### src/rtl/blk_warp_dispatch.sv
module blk_warp_dispatch #(
  parameter int WARP        = 32,
  parameter int MAX_BLK_THR = 512,
  parameter int MAX_SM_THR  = 1024,
  parameter int MAX_BLKS    = 8,
  parameter int DIMW        = 10,
  parameter int IDW         = 8,
  localparam int LW  = $clog2(WARP),
  localparam int IW  = $clog2(MAX_BLK_THR / WARP),
  localparam int BTW = $clog2(MAX_BLK_THR + 1),
  localparam int TW  = $clog2(MAX_SM_THR + 1),
  localparam int BW  = $clog2(MAX_BLKS + 1),
  localparam int PW  = 3 * DIMW
) (
  input  logic            clk,
  input  logic            rst_n,
  input  logic            lq_valid,
  output logic            lq_ready,
  input  logic [DIMW-1:0] lq_dim_x,
  input  logic [DIMW-1:0] lq_dim_y,
  input  logic [DIMW-1:0] lq_dim_z,
  input  logic [IDW-1:0]  lq_id,
  output logic            lq_err,
  output logic            wd_valid,
  input  logic            wd_ready,
  output logic [IDW-1:0]  wd_blk_id,
  output logic [IW-1:0]   wd_warp_idx,
  output logic [BTW-1:0]  wd_base,
  output logic [WARP-1:0] wd_mask,
  input  logic            done_pulse,
  input  logic [BTW-1:0]  done_threads
);

  logic [TW-1:0]  res_thr;
  logic [BW-1:0]  res_blk;
  logic           busy;
  logic [BTW-1:0] cur_cnt;
  logic [PW-1:0]  prod;
  logic [BTW-1:0] cnt;
  logic           bad, fit, acc, acc_ok, last;
  logic [BTW-1:0] rem;

  assign prod = PW'(lq_dim_x) * PW'(lq_dim_y) * PW'(lq_dim_z);
  assign bad  = (lq_dim_x == '0) || (lq_dim_y == '0) || (lq_dim_z == '0) ||
                (prod > PW'(MAX_BLK_THR));
  assign cnt  = prod[BTW-1:0];
  assign fit  = ((TW+1)'(res_thr) + (TW+1)'(cnt) <= (TW+1)'(MAX_SM_THR)) &&
                (res_blk < BW'(MAX_BLKS));

  assign lq_ready = !busy && (bad || fit);
  assign acc      = lq_valid && lq_ready;
  assign acc_ok   = acc && !bad;

  assign wd_valid = busy;
  assign wd_base  = BTW'(wd_warp_idx) << LW;
  assign rem      = cur_cnt - wd_base;
  assign last     = rem <= BTW'(WARP);
  assign wd_mask  = (rem >= BTW'(WARP)) ? '1 : ((WARP'(1) << rem[LW-1:0]) - WARP'(1));

  always_ff @(posedge clk) begin
    if (!rst_n) begin
      res_thr     <= '0;
      res_blk     <= '0;
      busy        <= 1'b0;
      cur_cnt     <= '0;
      wd_blk_id   <= '0;
      wd_warp_idx <= '0;
      lq_err      <= 1'b0;
    end else begin
      lq_err  <= acc && bad;
      res_thr <= res_thr + (acc_ok ? TW'(cnt) : TW'(0)) - (done_pulse ? TW'(done_threads) : TW'(0));
      res_blk <= res_blk + (acc_ok ? BW'(1) : BW'(0)) - (done_pulse ? BW'(1) : BW'(0));
      if (acc_ok) begin
        busy        <= 1'b1;
        cur_cnt     <= cnt;
        wd_blk_id   <= lq_id;
        wd_warp_idx <= '0;
      end else if (busy && wd_ready) begin
        if (last) busy <= 1'b0;
        else      wd_warp_idx <= wd_warp_idx + IW'(1);
      end
    end
  end

  p_err_no_warp_r1: assert property (@(posedge clk) disable iff (!rst_n)
    lq_err |-> !wd_valid);
  p_thr_cap_r3: assert property (@(posedge clk) disable iff (!rst_n)
    res_thr <= TW'(MAX_SM_THR));
  p_blk_cap_r4: assert property (@(posedge clk) disable iff (!rst_n)
    res_blk <= BW'(MAX_BLKS));
  p_mask_shape_r6: assert property (@(posedge clk) disable iff (!rst_n)
    wd_valid |-> (wd_mask[0] && ((wd_mask & (wd_mask + WARP'(1))) == '0)));
  p_hold_r7: assert property (@(posedge clk) disable iff (!rst_n)
    (wd_valid && !wd_ready) |=> (wd_valid && $stable(wd_base) && $stable(wd_mask) && $stable(wd_blk_id)));
  p_serial_r7: assert property (@(posedge clk) disable iff (!rst_n)
    wd_valid |-> !lq_ready);

endmodule

### config.mk
export PLATFORM = sky130hd
export DESIGN_NAME = blk_warp_dispatch
export DESIGN_NICKNAME = d
export VERILOG_FILES = /design/src/rtl/blk_warp_dispatch.sv
export SDC_FILE = /design/constraint.sdc
export NUM_CORES = 1
export LEC_CHECK = 0
export BUFFER_PORTS_ARGS = -buffer_cell sky130_fd_sc_hd__buf_4
export CAP_MARGIN = 10
export CORE_UTILIZATION = 40
export CTS_CLUSTER_DIAMETER = 80
export CTS_CLUSTER_SIZE = 28
export DETAILED_ROUTE_END_ITERATION = 16
export HOLD_SLACK_MARGIN = 0.02
export PLACE_DENSITY = 0.53
export SYNTH_ARGS = -nofsm -noshare
export SYNTH_HDL_FRONTEND = slang
export SYNTH_SLANG_ARGS = --single-unit
### constraint.sdc
create_clock -name clk -period 26.3 [get_ports clk]
set_input_delay 1.315 -clock clk [delete_from_list [all_inputs] [get_ports clk]]
set_output_delay 1.315 -clock clk [all_outputs]
set_load 0.005 [all_outputs]
==> results.py <==
metrics = {
    "routing": {
        "wl_met1_um": 18400,
        "top_layer_used": "met4",
        "first_pass_iters": 5,
        "wl_per_cell_um": 17.3,
        "route.met2.wl_um": 19000,
        "wl_met3_um": 1520,
        "routed_wl_um": 39900,
        "drc": 0,
        "dr_total_vias": 12600,
        "viasPerCell": 5.45,
        "ant_nets": 0,
        "drt-initial-drc-count": 484,
    },
    "timing": {
        "final-setup-viol-count": 0,
        "rsz0062_at_grt": "false",
        "final.setup.tns_ns": 0,
        "drv_slew": 0,
        "clock_skew_ns": 0.0104,
        "hold_slack_ns": 0.461,
        "min_period_ns": 15.05,
        "postLayoutSetupSlackWorst_ns": 11.25,
        "period_share_pct": 57.2,
        "max_freq_ghz": 0.0664,
        "relSlewSlack_pct": 18.3,
        "finalHoldViolCount": 0,
        "tightest_slew_ns": 1.22,
    },
    "floorplanning": {
        "start_util_pct": 41.0,
        "die_h_um": 194,
        "ioPinCount": 110,
        "die-area_sq_um": 37500,
        "design.core.area_sq_um": 35800,
        "die_width_um": 194,
        "rows": 69,
    },
    "critical_path": {
        "critPathLaunchType": "input pin",
        "worst_ep_required_time_ns": 26.51,
        "crit_family": "adder cells",
        "max_stage_delay_ns": 0.89,
        "path_buf_inv": 7,
        "cp_slowest_cell": "a211oi_1",
        "end_kind": "register",
        "rr_worst_depth": 22,
        "cpMostUsedCell": "fa_1",
        "crit_fanout": 20,
        "cp.arrival_ns": 15.27,
        "r2r_start": "res_thr[0]",
        "crit_type": "in -> reg",
        "r2r_slack_ns": 20.16,
        "r2r_end": "res_thr[10]",
    },
    "clock_network": {
        "clockBufferDepth": 2,
        "htreeDepth": 2,
        "cts.clk_slew.worst_paths_ns": 0.06,
        "clk_latency_ns": 0.29,
        "clock-sinks": 39,
        "cts_buffers": 5,
        "cts_setup_buffers": 0,
        "post_cts_resized": 0,
        "cts_tree": "yes",
        "hold_buffers": 0,
        "root_buffer": "clkbuf_16",
    },
    "global_routing": {
        "grt_pass1_vias": 12400,
        "grt_overflow_total": 0,
        "grt_max_degree": 42,
        "antenna_found_initial": 0,
        "grt_usage_pct": 21.4,
        "grt_pass1_wl_um": 66000,
    },
    "yosys": {
        "syn_inst": 1823,
        "synthDistinctLibCells": 86,
        "syn_area_per_cell_sq_um": 8.06,
        "synth_area_sq_um": 14700,
        "yosysSeqAreaShare_pct": 5.32,
        "synth_common_cells": "inv_1, nand2_1, fa_1",
        "synthFlopType": "dfxtp_1",
        "synth_seq_cells": 39,
        "synth_warnings": 0,
        "async_flop_share_pct": 0,
        "synth_top_area_cell": "fa_1",
        "synth_area_leaders": "fa_1, ha_1, inv_1, and2_1, nand2_1",
        "synth_top_area_share_pct": 29.6,
        "yosysMostFrequentCell": "inv_1",
        "synth-edff-count": 0,
    },
    "final_layout": {
        "fill_cells": 3652,
        "antenna_cells": 0,
        "syn2layout_area_growth_pct": 7.87,
        "final_nets": 2264,
        "final_core_util_pct": 44.2,
        "drive_above_1_share_pct": 8.84,
        "multiInputGateArea_sq_um": 12400,
        "regArea_sq_um": 781,
    },
    "hold_path": {
        "min_to": "wd_blk_id[0]",
        "min_from": "wd_blk_id[0]",
        "min_path_cells": 2,
        "hp-class": "reg -> reg",
    },
    "placement": {
        "place_hpwl_um": 32100,
        "gp_congestion": 0.950,
        "place_ws_ns": 10.96,
        "portBuffers": 103,
    },
    "flow_run": {
        "drv_cap": 0,
    },
    "outcome": {
        "status": "finished, final reports clean",
    },
}
worst register-to-register path: stages (launching register included):
cell and delay, ns:
dfxtp_1 0.32, ha_1 0.24, fa_1 0.44, xor2_1 0.16, a2111oi_0 0.62, o221ai_1 0.26
a2111o_1 0.33, o32ai_1 0.55, nor3b_2 0.27, buf_4 0.26, nand3_2 0.11, fa_1 0.49
inv_1 0.04, ha_1 0.30, nor2b_1 0.15, o21ai_0 0.18, a21oi_1 0.12, o21ai_0 0.20
a21boi_0 0.15, o21ai_0 0.23, a21oi_1 0.12, or3_1 0.38, a21oi_1 0.13
area by class of cell:
cell class | instances | share of cell area (%)
multi-input cells | 1407 | 78.4
inverters | 273 | 6.47
repair buffers | 117 | 5.54
flip-flops and latches | 39 | 4.93
well taps | 461 | 3.64
clock buffers | 5 | 0.790
clock inverters | 3 | 0.276
through the flow:
| stage | cell area, sq um | instances |
|---|---|---|
| after floorplan | 14700 | 1828 |
| after global placement | 15700 | 2297 |
| after detailed placement | 15700 | 2297 |
| after CTS | 15800 | 2305 |
| after global routing | 15800 | 2305 |
| final | 15800 | 2305 |
kinds of logic (layout without fill, tap and decap cells):
group,Yosys count,count (layout),synth area share [%]
and+or+nand+nor,684,684,24.6
buffers and inverters,382,398,10.3
adders and majority gates,368,368,42.4
AOI/OAI and AO/OA,272,272,12.5
xor gates and xnor gates,51,51,3.04
DFF,39,39,5.32
muxes,26,26,1.77
other,1,6,0.0255
flip-flops by register name, indices dropped and copies added, names as in the netlist:
signal	cells
lq_err	1
res_blk	4
wd_valid	1
wd_blk_id	8
cur_cnt	10
res_thr	11
wd_warp_idx	4
worst max path at each step:
stage | from | slack [ns] | endpoint | cells past startpoint
2_1_floorplan | lq_dim_x[0] | 12.41 | res_thr[10] | 49
5_1_grt | lq_dim_x[0] | 10.28 | res_thr[10] | 47
6_report | lq_dim_x[0] | 11.25 | res_thr[10] | 47
4_1_cts | lq_dim_x[0] | 11.21 | res_thr[10] | 47
3_5_place_dp | lq_dim_x[0] | 10.96 | res_thr[10] | 47
3_3_place_gp | lq_dim_x[0] | 11.00 | res_thr[10] | 47
layout by cell type (no fill, tap or decap), types with 7 or more instances in the layout:
cell | synthesis | routed
o21ai_0 | 55 | 55
and2_1 | 158 | 158
buf_4 | 10 | 117
or2_2 | 9 | 9
dfxtp_1 | 39 | 39
nand3_2 | 10 | 10
nand2b_1 | 20 | 20
o22ai_1 | 10 | 10
nor2_1 | 60 | 60
fa_1 | 217 | 217
and3_1 | 20 | 20
a21oi_1 | 62 | 62
mux2i_1 | 26 | 26
nand4_1 | 14 | 14
ha_1 | 151 | 151
o311ai_0 | 10 | 10
or3_1 | 9 | 9
nand2_1 | 231 | 231
a211oi_1 | 8 | 8
nor4_1 | 13 | 12
o21bai_1 | 7 | 7
xor2_1 | 17 | 17
or4_1 | 18 | 18
nor2b_1 | 15 | 15
nand3_1 | 41 | 41
inv_1 | 272 | 272
o211ai_1 | 13 | 13
xnor2_1 | 34 | 34
nor3_1 | 34 | 34
a31oi_1 | 8 | 8
nor3b_1 | 7 | 7
o21a_1 | 10 | 10
o31ai_1 | 7 | 7
o221ai_1 | 7 | 7
a21o_1 | 14 | 14
nand3b_1 | 8 | 8
layer usage:
| metal | vias up | global-route usage [%] |
|---|---|---|
| met2 | 282 | 35.8 |
| met1 | 6205 | 29.9 |
| met5 | - | 0 |
| met3 | 49 | 1.48 |
| li1 | 6027 | - |
| met4 | 0 | 5.51 |
Power is left out: the tool's default activity adds up to more than one toggle a clock period on the data nets, which glitch-free logic cannot reach.
